`src/rtl/fd_pkg.sv`:
```
package fd_pkg;

    localparam logic [3:0] REG_NONE = 4'h8;

    localparam logic [3:0] OP_NOP   = 4'h0;
    localparam logic [3:0] OP_HALT  = 4'h1;
    localparam logic [3:0] OP_RRMOV = 4'h2;
    localparam logic [3:0] OP_IRMOV = 4'h3;
    localparam logic [3:0] OP_RMMOV = 4'h4;
    localparam logic [3:0] OP_MRMOV = 4'h5;
    localparam logic [3:0] OP_ALU   = 4'h6;
    localparam logic [3:0] OP_JCC   = 4'h7;
    localparam logic [3:0] OP_CALL  = 4'h8;
    localparam logic [3:0] OP_RET   = 4'h9;
    localparam logic [3:0] OP_PUSH  = 4'hA;
    localparam logic [3:0] OP_POP   = 4'hB;

    localparam logic [3:0] ALU_FN_LAST = 4'h3;
    localparam logic [3:0] JCC_FN_LAST = 4'h6;

    typedef struct packed {
        logic need_reg;
        logic need_const;
        logic invalid;
    } op_class_t;

    function automatic logic op_known(input logic [3:0] ic);
        return ic <= OP_POP;
    endfunction

    function automatic logic op_has_reg(input logic [3:0] ic);
        case (ic)
            OP_RRMOV, OP_IRMOV, OP_RMMOV, OP_MRMOV,
            OP_ALU, OP_PUSH, OP_POP: return 1'b1;
            default:                 return 1'b0;
        endcase
    endfunction

    function automatic logic op_has_const(input logic [3:0] ic);
        case (ic)
            OP_IRMOV, OP_RMMOV, OP_MRMOV, OP_JCC, OP_CALL: return 1'b1;
            default:                                       return 1'b0;
        endcase
    endfunction

    function automatic logic fn_legal(input logic [3:0] ic, input logic [3:0] fn);
        case (ic)
            OP_ALU:  return fn <= ALU_FN_LAST;
            OP_JCC:  return fn <= JCC_FN_LAST;
            default: return fn == 4'h0;
        endcase
    endfunction

endpackage

```
`src/rtl/fd_classify.sv`:
```
module fd_classify
    import fd_pkg::*;
(
    input  logic [3:0] icode,
    input  logic [3:0] ifun,
    output op_class_t  cls
);
    logic bad;

    always_comb begin
        bad            = !op_known(icode) || !fn_legal(icode, ifun);
        cls.invalid    = bad;
        cls.need_reg   = !bad && op_has_reg(icode);
        cls.need_const = !bad && op_has_const(icode);
    end
endmodule

```
`src/rtl/fd_fields.sv`:
```
module fd_fields
    import fd_pkg::*;
#(
    parameter int unsigned WORD_BYTES = 4,
    localparam int unsigned WIN_BYTES = WORD_BYTES + 2,
    localparam int unsigned WIN_W     = 8 * WIN_BYTES,
    localparam int unsigned WORD_W    = 8 * WORD_BYTES
) (
    input  logic [WIN_W-1:0]  win,
    input  op_class_t         cls,
    output logic [3:0]        ra,
    output logic [3:0]        rb,
    output logic [WORD_W-1:0] valc
);
    logic [WORD_W-1:0] const_near;
    logic [WORD_W-1:0] const_far;

    for (genvar g = 0; g < WORD_BYTES; g++) begin : g_bytes
        assign const_near[8*g +: 8] = win[8*(g+1) +: 8];
        assign const_far[8*g +: 8]  = win[8*(g+2) +: 8];
    end

    always_comb begin
        if (cls.need_reg) begin
            ra = win[15:12];
            rb = win[11:8];
        end else begin
            ra = REG_NONE;
            rb = REG_NONE;
        end
        if (!cls.need_const)
            valc = '0;
        else if (cls.need_reg)
            valc = const_far;
        else
            valc = const_near;
    end
endmodule

```
`src/rtl/fd_next_pc.sv`:
```
module fd_next_pc
    import fd_pkg::*;
#(
    parameter int unsigned ADDR_W     = 32,
    parameter int unsigned WORD_BYTES = 4
) (
    input  logic [ADDR_W-1:0] pc,
    input  op_class_t         cls,
    output logic [ADDR_W-1:0] valp
);
    localparam logic [ADDR_W-1:0] ONE  = ADDR_W'(1);
    localparam logic [ADDR_W-1:0] WLEN = ADDR_W'(WORD_BYTES);

    logic [ADDR_W-1:0] reg_len;
    logic [ADDR_W-1:0] const_len;

    always_comb begin
        reg_len   = cls.need_reg   ? ONE  : '0;
        const_len = cls.need_const ? WLEN : '0;
        valp      = pc + ONE + reg_len + const_len;
    end
endmodule

```
`src/rtl/fd_fetch_decode.sv`:
```
module fd_fetch_decode
    import fd_pkg::*;
#(
    parameter int unsigned ADDR_W     = 32,
    parameter int unsigned WORD_BYTES = 4,
    localparam int unsigned WIN_W     = 8 * (WORD_BYTES + 2),
    localparam int unsigned WORD_W    = 8 * WORD_BYTES
) (
    input  logic              clk,
    input  logic              rst,
    input  logic [ADDR_W-1:0] pc_i,
    input  logic [WIN_W-1:0]  win_i,
    output logic [3:0]        icode_o,
    output logic [3:0]        ifun_o,
    output logic [3:0]        ra_o,
    output logic [3:0]        rb_o,
    output logic [WORD_W-1:0] valc_o,
    output logic [ADDR_W-1:0] valp_o,
    output logic              need_reg_o,
    output logic              need_const_o,
    output logic              invalid_o
);
    logic [3:0]        icode_d;
    logic [3:0]        ifun_d;
    op_class_t         cls_d;
    logic [3:0]        ra_d;
    logic [3:0]        rb_d;
    logic [WORD_W-1:0] valc_d;
    logic [ADDR_W-1:0] valp_d;

    assign icode_d = win_i[7:4];
    assign ifun_d  = win_i[3:0];

    fd_classify u_classify (
        .icode (icode_d),
        .ifun  (ifun_d),
        .cls   (cls_d)
    );

    fd_fields #(.WORD_BYTES(WORD_BYTES)) u_fields (
        .win  (win_i),
        .cls  (cls_d),
        .ra   (ra_d),
        .rb   (rb_d),
        .valc (valc_d)
    );

    fd_next_pc #(.ADDR_W(ADDR_W), .WORD_BYTES(WORD_BYTES)) u_next_pc (
        .pc   (pc_i),
        .cls  (cls_d),
        .valp (valp_d)
    );

    always_ff @(posedge clk) begin
        if (rst) begin
            icode_o      <= OP_NOP;
            ifun_o       <= 4'h0;
            ra_o         <= REG_NONE;
            rb_o         <= REG_NONE;
            valc_o       <= '0;
            valp_o       <= '0;
            need_reg_o   <= 1'b0;
            need_const_o <= 1'b0;
            invalid_o    <= 1'b0;
        end else begin
            icode_o      <= icode_d;
            ifun_o       <= ifun_d;
            ra_o         <= ra_d;
            rb_o         <= rb_d;
            valc_o       <= valc_d;
            valp_o       <= valp_d;
            need_reg_o   <= cls_d.need_reg;
            need_const_o <= cls_d.need_const;
            invalid_o    <= cls_d.invalid;
        end
    end
endmodule

```
`config.mk`:
```
export PLATFORM = sky130hd
export DESIGN_NAME = fd_fetch_decode
export DESIGN_NICKNAME = d
export VERILOG_FILES = /design/src/rtl/fd_pkg.sv /design/src/rtl/fd_classify.sv /design/src/rtl/fd_fields.sv /design/src/rtl/fd_next_pc.sv /design/src/rtl/fd_fetch_decode.sv
export SDC_FILE = /design/constraint.sdc
export NUM_CORES = 1
export LEC_CHECK = 0
export BUFFER_PORTS_ARGS = -buffer_cell sky130_fd_sc_hd__buf_2
export CAP_MARGIN = 20
export CORE_MARGIN = 3
export CORE_UTILIZATION = 35
export CTS_CLUSTER_DIAMETER = 150
export CTS_CLUSTER_SIZE = 24
export DETAILED_ROUTE_END_ITERATION = 10
export PLACE_DENSITY = 0.62
export SYNTH_ARGS = -nofsm -noshare
export SYNTH_HDL_FRONTEND = slang
export SYNTH_SLANG_ARGS = --single-unit
```
`constraint.sdc`:
```
create_clock -name clk -period 8.6 [get_ports clk]
set_input_delay 1.29 -clock clk [delete_from_list [all_inputs] [get_ports clk]]
set_output_delay 1.29 -clock clk [all_outputs]
set_load 0.1 [all_outputs]
```
==> results of run 1 <==
[synth_stat cells, drive strengths merged, types with 3 or more instances]
cell	instances	area share, %
a21oi	49	7.6
and2	8	1.6
clkbuf	17	2.0
dfxtp	83	51
ha	3	1.2
inv	9	1.0
nand2	79	9.2
nand3	10	1.6
nand4	5	1.2
nor2	18	2.1
nor2b	11	2.1
nor3	6	0.93
nor4	5	1.8
o21ai	15	2.3
o31ai	3	0.85
or3	16	3.1
or4	3	0.70
xnor2	13	3.5
[metrics by stage]
step                      setup slack [ns]  instances  cell area, um^2  power [W]  hold WS [ns]
after floorplan                       4.52        375             3230   0.000534          1.39
after global placement                3.69        629             4120   0.000579          1.49
after detailed placement              3.58        629             4120   0.000581          1.50
after CTS                             3.96        645             4350   0.000904          1.11
after global routing                  3.75        648             4400   0.000933          1.13
final                                 4.09        648             4400   0.000897          1.13
[flip-flops by register name (all words and copies together), names as in the netlist]
register	count
valc_o	32
valp_o	32
ra_o	4
invalid_o	1
need_reg_o	1
ifun_o	4
need_const_o	1
rb_o	4
icode_o	4
[cell usage in the layout (no fill, tap or decap), types with 2 or more instances in the layout]
cell | Yosys | routed
nor4b_1 | 2 | 2
nor2_1 | 18 | 18
buf_4 | 0 | 3
dfxtp_1 | 83 | 83
nand2_1 | 79 | 79
nand3_1 | 10 | 10
nor2b_1 | 11 | 11
nor4_1 | 2 | 2
o31ai_1 | 2 | 2
and2_1 | 8 | 8
a21oi_1 | 49 | 49
o21ai_0 | 15 | 15
xnor2_1 | 13 | 13
ha_1 | 3 | 3
or3_1 | 16 | 16
and3_1 | 2 | 2
clkbuf_8 | 0 | 10
or4_1 | 3 | 3
nand4_1 | 4 | 4
a31oi_1 | 2 | 2
inv_1 | 8 | 8
or2_1 | 2 | 2
nor4_2 | 2 | 2
nor3_1 | 6 | 6
clkinv_4 | 0 | 3
bufinv_16 | 0 | 2
buf_2 | 1 | 164
[per-layer routing]
metal	part of all wire, %	global-route usage (%)	vias to the layer above	routed length (um)
li1	-	-	1587	-
met1	44	21.4	1444	3960
met2	49	27.4	90	4460
met3	5.2	4.37	13	472
met4	1.7	5.65	0	153
met5	0	0	-	0
[final timing paths]
kind,from,to,cells past startpoint
min,win_i[11],rb_o[3],2
max,win_i[0],valp_o[28],14
[where the power goes]
group / leakage, nW / total [W] / switching (W) / internal, W
clock: 0.119 / 0.000324 / 0.000149 / 0.000175
sequential: 0.681 / 0.000399 / 0.00000299 / 0.000396
combinational: 1.27 / 0.000173 / 0.000136 / 0.0000370
[area by class of cell]
cell class / instances / area [um^2] / area share (%)
Clock buffer: 10 / 138 / 3.13
Multi-Input combinational cell: 264 / 1460 / 33.2
Clock inverter: 6 / 97.6 / 2.22
Timing Repair Buffer: 168 / 871 / 19.8
Sequential cell: 83 / 1660 / 37.8
Inverter: 9 / 33.8 / 0.769
Tap cell: 108 / 135 / 3.07
[cells by family (layout without fill, tap and decap cells)]
logic type                 count (synthesis)  count (layout)  share of synthesized area, %
AOI/OAI and AO/OA                         77              77                          13.7
xor gates and xnor gates                  13              13                          3.53
buffers and inverters                     28             193                          3.53
and+or+nand+nor                          170             170                          26.3
adders and majority gates                  4               4                          1.51
DFF                                       83              83                          51.5
==> reports/qor.yml, run 1 <==
fillers: 876
slowest_delay_ns: 0.52
drive_above_1_share_pct: 36.1
die_h_um: 102
maxSlewViolCount: 0
critPathMaxFanout: 37
port_buffers: 164
h-tree-depth: 3
syn_area_per_cell_um2: 8.60
cts_buffer_depth: 2
slowest_stage: "or4_1"
via_per_inst: 4.84
path_clk_slew_ns: 0.09
leakagePower_nw: 2.07
ir_drop_uv: 88.9
start_kind: "input pin"
hp-class: "in -> reg"
synth_edf_count: 0
hold_violations: 0
boundaryPins: 165
cts_hold_buffers: 0
rows: 34
syn_inst: 375
antenna_found_initial: 0
synth_cell_types: 41
cts_resized: 0
design.die.area_um2: 10400
fin_tns_setup_ns: 0
maxCapViolations: 0
syn_area_um2: 3230
synthToLayoutAreaGrowth_pct: 36.2
fin_crit_sh_pct: 52.4
first_pass_iters: 4
cts_tree: "built"
place_hpwl_um: 6660
rsz0062_at_grt: "false"
synthArstFlopShare_pct: 0
core-area_um2: 8850
grt_max_degree: 47
tightest_slew_ns: 0.823
fp.dieW_um: 102
ys_ff_latch: 83
drt_iter0_markers: 113
post_cts_buffers: 0
finalSetupViolCount: 0
crit_arrival_ns: 4.78
cts_sinks: 83
grt_usage_pct: 16.7
cp_cell_sequence: "buf_2, or2_1, a221oi_2, nand2_1, a211oi_4, buf_4, inv_2, ha_1, inv_1, ha_1, a31oi_1, o22a_2, or4_1, a21oi_1"
wl_um: 9040
clock.fmax_ghz: 0.222
via_count: 3134
ys.flop_type: "dfxtp_1"
yosysSeqAreaShare_pct: 51.5
drc: 0
critical_path_class: "in -> reg"
cts-root-buf: "clkbuf_8"
cp-end-kind: "flop"
crit_buf_inv: 4
grt_pass1_wl_um: 13800
wl_per_cell_um: 13.9
place_congestion: 0.803
cp.required_ns: 8.87
overflow: 0
grt_pass1_vias: 2844
crit_top_cell: "ha_1"
cts_buffers: 9
synth_nets: 460
yosysWarnings: 0
antenna_cells: 0
maxSlewHeadroom_pct: 45.1
initial_core_util_pct: 36.5
status: "finished clean"
utilization_pct: 49.7
period_minus_slack_ns: 4.51
ant_nets: 0
critPathTopFamily: "compound AO/OA/AOI/OAI gates"
power_density_nw_per_um2: 204
nets: 620
(Power assumes the default switching activity.)
==> run 2, diff against run 1 <==
--- a/config.mk
+++ b/config.mk
@@ -12,7 +12,7 @@
 export CTS_CLUSTER_DIAMETER = 150
 export CTS_CLUSTER_SIZE = 24
 export DETAILED_ROUTE_END_ITERATION = 10
-export PLACE_DENSITY = 0.62
+export PLACE_DENSITY = 0.65
 export SYNTH_ARGS = -nofsm -noshare
 export SYNTH_HDL_FRONTEND = slang
 export SYNTH_SLANG_ARGS = --single-unit
==> constraint.sdc (replaced) <==
create_clock -name clk -period 3.93 [get_ports clk]
set_input_delay 0.5895 -clock clk [delete_from_list [all_inputs] [get_ports clk]]
set_output_delay 0.5895 -clock clk [all_outputs]
set_load 0.1 [all_outputs]
==> run 2 against run 1 <==
Against the previous run: combinational power up 120%; power up 110%; design area decreased by 0.11%; clock power grew 110%; worst hold slack got worse by 0.69 ns; worst setup slack worse by 3.3 ns; sequential cell count unchanged; core utilization shrank 0.057 points; critical path depth is 1 lower; global-route usage increased by 0.47 points; critical path type unchanged; highest routed layer unchanged.
==> reports/qor.yml, run 2 (synthesized netlist as in run 1, its figures left out) <==
status: "finished clean"
grt_usage_pct: 17.2  # +0.47 points
maxSlewViolCount: 0  # unchanged
cts-root-buf: "clkbuf_8"
cp_cell_sequence: "buf_2, or2_1, a221oi_2, nand2_1, a211oi_4, inv_2, ha_1, inv_1, ha_1, nand2_1, o22a_2, or4_1, a21oi_1"
switchingPower_w: 0.000606  # +110%
port_buffers: 164  # unchanged
cp.required_ns: 4.20  # -4.67 ns
hp-class: "in -> reg"
grt_max_degree: 46  # -2.1%
cts_hold_buffers: 0  # unchanged
leakagePower_nw: 2.07  # about the same
regArea_um2: 1660  # unchanged
antenna_cells: 0  # unchanged
whs_path_depth: 2  # unchanged
period_minus_slack_ns: 3.18
hold_violations: 0  # unchanged
overflow: 0  # unchanged
stdcell_count: 649  # +0.15%
cts_buffer_depth: 2  # unchanged
final_cell_mix: "buf_2 (164), dfxtp_1 (83), nand2_1 (79)"
seqPwrFrac_pct: 45.4  # +0.9 points
initial_core_util_pct: 36.5  # unchanged
start_kind: "input pin"
place_congestion: 0.779  # -2.9%
boundaryPins: 165  # unchanged
ant_nets: 0  # unchanged
design.die.area_um2: 10400  # unchanged
fillers: 890  # +1.6%
comb_power_share_pct: 19.7  # +0.4 points
cts_resized: 0  # unchanged
critPathMaxFanout: 28  # -24%
multi_input_area_um2: 1460  # unchanged
utilization_pct: 49.6  # -0.057 points
clock_power_share_pct: 34.9  # -1.3 points
drc: 0  # unchanged
place_hpwl_um: 6630  # -0.39%
fin_tns_setup_ns: 0  # unchanged
maxCapViolations: 0  # unchanged
fp.dieW_um: 102  # unchanged
reg.largest.list: "valc_o x32, valp_o x32"
cts_tree: "built"
grt_pass1_vias: 2844  # unchanged
rsz0062_at_grt: "false"
post_cts_buffers: 0  # unchanged
crit_arrival_ns: 3.45  # -1.33 ns
drive_above_1_share_pct: 36.2  # +0.12 points
holdWs_ns: 0.435  # -0.695 ns
rows: 34  # unchanged
path_clk_slew_ns: 0.09  # about the same
fin_crit_sh_pct: 80.8
hold_end: "rb_o[3]"
p_int_w: 0.00132  # +120%
maxSlewHeadroom_pct: 60.2  # +15 points
finalSetupViolCount: 0  # unchanged
first_pass_iters: 4  # unchanged
slowest_stage: "or4_1"
wl_per_cell_um: 13.9  # -0.55%
via_per_inst: 4.75  # -1.7%
via_count: 3085  # -1.6%
hold_start: "win_i[11]"
nets: 622  # +0.32%
grt_pass1_wl_um: 14100  # +2.4%
tightest_slew_ns: 0.596  # -0.227 ns
cts_buffers: 9  # unchanged
slowest_delay_ns: 0.52  # about the same
power_density_nw_per_um2: 438  # +110%
antenna_found_initial: 0  # unchanged
die_h_um: 102  # unchanged
clock.fmax_ghz: 0.315
cp-end-kind: "flop"
synthToLayoutAreaGrowth_pct: 36.1
crit_buf_inv: 3  # -1
h-tree-depth: 3  # unchanged
core-area_um2: 8850  # unchanged
wl_um: 9000  # -0.40%
critPathTopFamily: "compound AO/OA/AOI/OAI gates"
drt_iter0_markers: 119  # +5.3%
dp.cells: 632  # +0.48%
ir_drop_uv: 169  # +90%
final_common_cell: "buf_2"
critical_path_class: "in -> reg"
cts_sinks: 83  # unchanged
netSwitchingFraction_pct: 31.5  # -0.68 points
run 2: cell types whose count changed in the layout (fill, tap and decap cells not counted):
cell	change
inv_8	-1
clkinv_2	+2
buf_4	+2
clkinvlp_4	+1
clkinv_4	-3
run 2: worst max path at each step:
stage              from         end  cells past startpoint
6_report       win_i[0]  valp_o[28]                     13
5_1_grt        win_i[0]  valp_o[28]                     13
4_1_cts        win_i[0]  valp_o[21]                     12
2_1_floorplan  win_i[0]  valp_o[28]                     13
3_3_place_gp   win_i[0]  valp_o[23]                     12
3_5_place_dp   win_i[0]  valp_o[21]                     12
run 2: layout make-up:
class                      count  area share, %
timing repair buffer         170           20.2
clock buffer                  10           3.13
clock inverter                 5           1.77
tap                          108           3.08
sequential                    83           37.8
multi-input combinational    264           33.2
inverter                       9          0.769
run 2: metrics by stage:
step           total power (W)  instance area [um^2]  setup slack, ns
2_1_floorplan          0.00117                  3230            0.554
3_3_place_gp           0.00127                  4140            0.447
3_5_place_dp           0.00127                  4140            0.304
4_1_cts                0.00195                  4360            0.689
5_1_grt                0.00201                  4390            0.509
6_report               0.00192                  4390            0.753
run 2: power by group through the flow:
| stage | logic (W) | clock network, W | registers (W) |
|---|---|---|---|
| floorplan | 0.0000753 | 0 | 0.00109 |
| global placement | 0.000375 | 0 | 0.000894 |
| detailed placement | 0.000378 | 0 | 0.000894 |
| CTS | 0.000378 | 0.000696 | 0.000874 |
| global route | 0.000403 | 0.000735 | 0.000877 |
| finish | 0.000379 | 0.000672 | 0.000874 |
run 2: per-layer routing:
metal | track usage (%) | up-vias | wire length (um)
met2 | 27.7 | 85 | 4460
met4 | 4.54 | 0 | 134
li1 | - | 1592 | -
met1 | 21.4 | 1397 | 3830
met5 | 0 | - | 0
met3 | 7.03 | 11 | 572
==> run 3, diff against run 2 <==
--- a/config.mk
+++ b/config.mk
@@ -12,7 +12,7 @@
 export CTS_CLUSTER_DIAMETER = 150
 export CTS_CLUSTER_SIZE = 24
 export DETAILED_ROUTE_END_ITERATION = 10
-export PLACE_DENSITY = 0.65
+export PLACE_DENSITY = 0.62
 export SYNTH_ARGS = -nofsm -noshare
 export SYNTH_HDL_FRONTEND = slang
 export SYNTH_SLANG_ARGS = --single-unit
==> constraint.sdc (replaced) <==
create_clock -name clk -period 3.3 [get_ports clk]
set_input_delay 0.495 -clock clk [delete_from_list [all_inputs] [get_ports clk]]
set_output_delay 0.495 -clock clk [all_outputs]
set_load 0.1 [all_outputs]
==> run 3 against run 2 <==
Against the previous run: sequential power rose by 19%; combinational power rose by 20%; power rose by 18%; critical endpoint is now valp_o[14]; core utilization rose by 0.099 points; final cell count rose by 0.46%; sequential cell count did not move; highest routed layer unchanged; worst hold slack got worse by 0.10 ns; largest cell class unchanged.
==> reports/qor.yml, run 3 (synthesized netlist as in run 1, its figures left out) <==
cp-end-kind: "flop"
h-tree-depth: 3  # unchanged
rows: 34  # unchanged
fin_crit_sh_pct: 86.8
fp.dieW_um: 102  # unchanged
hold_start: "win_i[11]"
final_cell_mix: "buf_2 (164), dfxtp_1 (83), nand2_1 (79)"
antenna_cells: 0  # unchanged
cts-root-buf: "clkbuf_8"
critPathMaxFanout: 28  # unchanged
place_congestion: 0.828  # +6.2%
cp.required_ns: 3.58  # -0.62 ns
maxCapViolations: 0  # unchanged
first_pass_iters: 4  # unchanged
whs_path_depth: 2  # unchanged
placed_area_um2: 4160  # +0.54%
period_minus_slack_ns: 2.86
dp.cells: 635  # +0.47%
grt_usage_pct: 17.2  # -0.045 points
grt_pass1_wl_um: 14100  # -0.15%
start_kind: "input pin"
die_h_um: 102  # unchanged
cts_hold_buffers: 0  # unchanged
ant_nets: 0  # unchanged
wl_um: 9280  # +3.1%
wl_per_cell_um: 14.2  # +2.6%
clock.fmax_ghz: 0.349
final_common_cell: "buf_2"
power_density_nw_per_um2: 515  # +17%
nets: 624  # +0.32%
port_buffers: 164  # unchanged
rsz0062_at_grt: "false"
critical_path_class: "in -> reg"
grt_pass1_vias: 2888  # +1.5%
power_w: 0.00226  # +18%
reg.largest.list: "valc_o x32, valp_o x32"
drc: 0  # unchanged
ir_drop_uv: 265  # +57%
via_per_inst: 4.85  # +2.0%
cts_sinks: 83  # unchanged
crit_arrival_ns: 3.14  # -0.31 ns
maxSlewViolCount: 0  # unchanged
antenna_found_initial: 0  # unchanged
place_hpwl_um: 6820  # +2.9%
core-area_um2: 8850  # unchanged
cts_resized: 0  # unchanged
fin_tns_setup_ns: 0  # unchanged
maxSlewHeadroom_pct: 59.7  # -0.42 points
overflow: 0  # unchanged
path_clk_slew_ns: 0.10  # about the same
via_count: 3160  # +2.4%
cts_buffers: 9  # unchanged
holdWs_ns: 0.335  # -0.100 ns
multi_input_area_um2: 1460  # unchanged
initial_core_util_pct: 36.5  # unchanged
stdcell_count: 652  # +0.46%
cts_buffer_depth: 2  # unchanged
regArea_um2: 1660  # unchanged
cts_tree: "built"
status: "finished clean"
drt_iter0_markers: 78  # -34%
tightest_slew_ns: 0.602  # +0.00632 ns
post_cts_buffers: 0  # unchanged
final_area_um2: 4400  # +0.20%
synthToLayoutAreaGrowth_pct: 36.3
design.die.area_um2: 10400  # unchanged
hold_end: "rb_o[3]"
finalSetupViolCount: 0  # unchanged
grt_max_degree: 46  # unchanged
fillers: 906  # +1.8%
boundaryPins: 165  # unchanged
hold_violations: 0  # unchanged
hp-class: "in -> reg"
drive_above_1_share_pct: 36.6  # +0.35 points
leakagePower_nw: 2.07  # about the same
[run 3: layout make-up]
class / instances / share of cell area (%)
multi-input combinational: 264 / 33.2
sequential: 83 / 37.8
tap: 108 / 3.07
timing repair buffer: 172 / 20.5
clock buffer: 10 / 3.13
clock inverter: 6 / 1.62
inverter: 9 / 0.768
[run 3: stage by stage]
step	setup slack, ns	util, %
after global placement	0.199	47.0
after detailed placement	0.0850	47.0
after global routing	0.234	49.7
after CTS	0.444	49.4
after floorplan	0.0182	-
final	0.437	49.7
[run 3: worst max-delay path by stage]
stage          startpoint          to  slack, ns  depth (start not counted)
5_1_grt          win_i[0]  valp_o[14]       0.23                         13
4_1_cts          win_i[0]  valp_o[14]       0.44                         13
3_5_place_dp     win_i[0]  valp_o[14]       0.09                         13
2_1_floorplan    win_i[0]  valp_o[28]       0.02                         13
3_3_place_gp     win_i[0]  valp_o[28]       0.20                         13
6_report         win_i[0]  valp_o[14]       0.44                         13
[run 3: where the power goes]
group	internal [W]	switching [W]
logic	0.0000994	0.000355
clock network	0.000377	0.000392
registers	0.00103	0.00000741
total	0.00151	0.000755
[run 3: worst max-delay path: stages]
cell and delay (ns):
buf_2 0.11, or2_1 0.24, a221oi_2 0.28, nand2_1 0.16
a211oi_4 0.22, inv_2 0.07, ha_1 0.18, inv_1 0.07
ha_1 0.20, a31oi_1 0.06, o22a_2 0.40, or4_1 0.51
a21oi_1 0.15
[run 3: routing by layer]
metal,wire (um),global-route usage [%],vias up
met2,4620,28.1,100
li1,-,-,1593
met3,479,4.03,16
met1,4010,21.8,1451
met5,0,0,-
met4,173,6.96,0
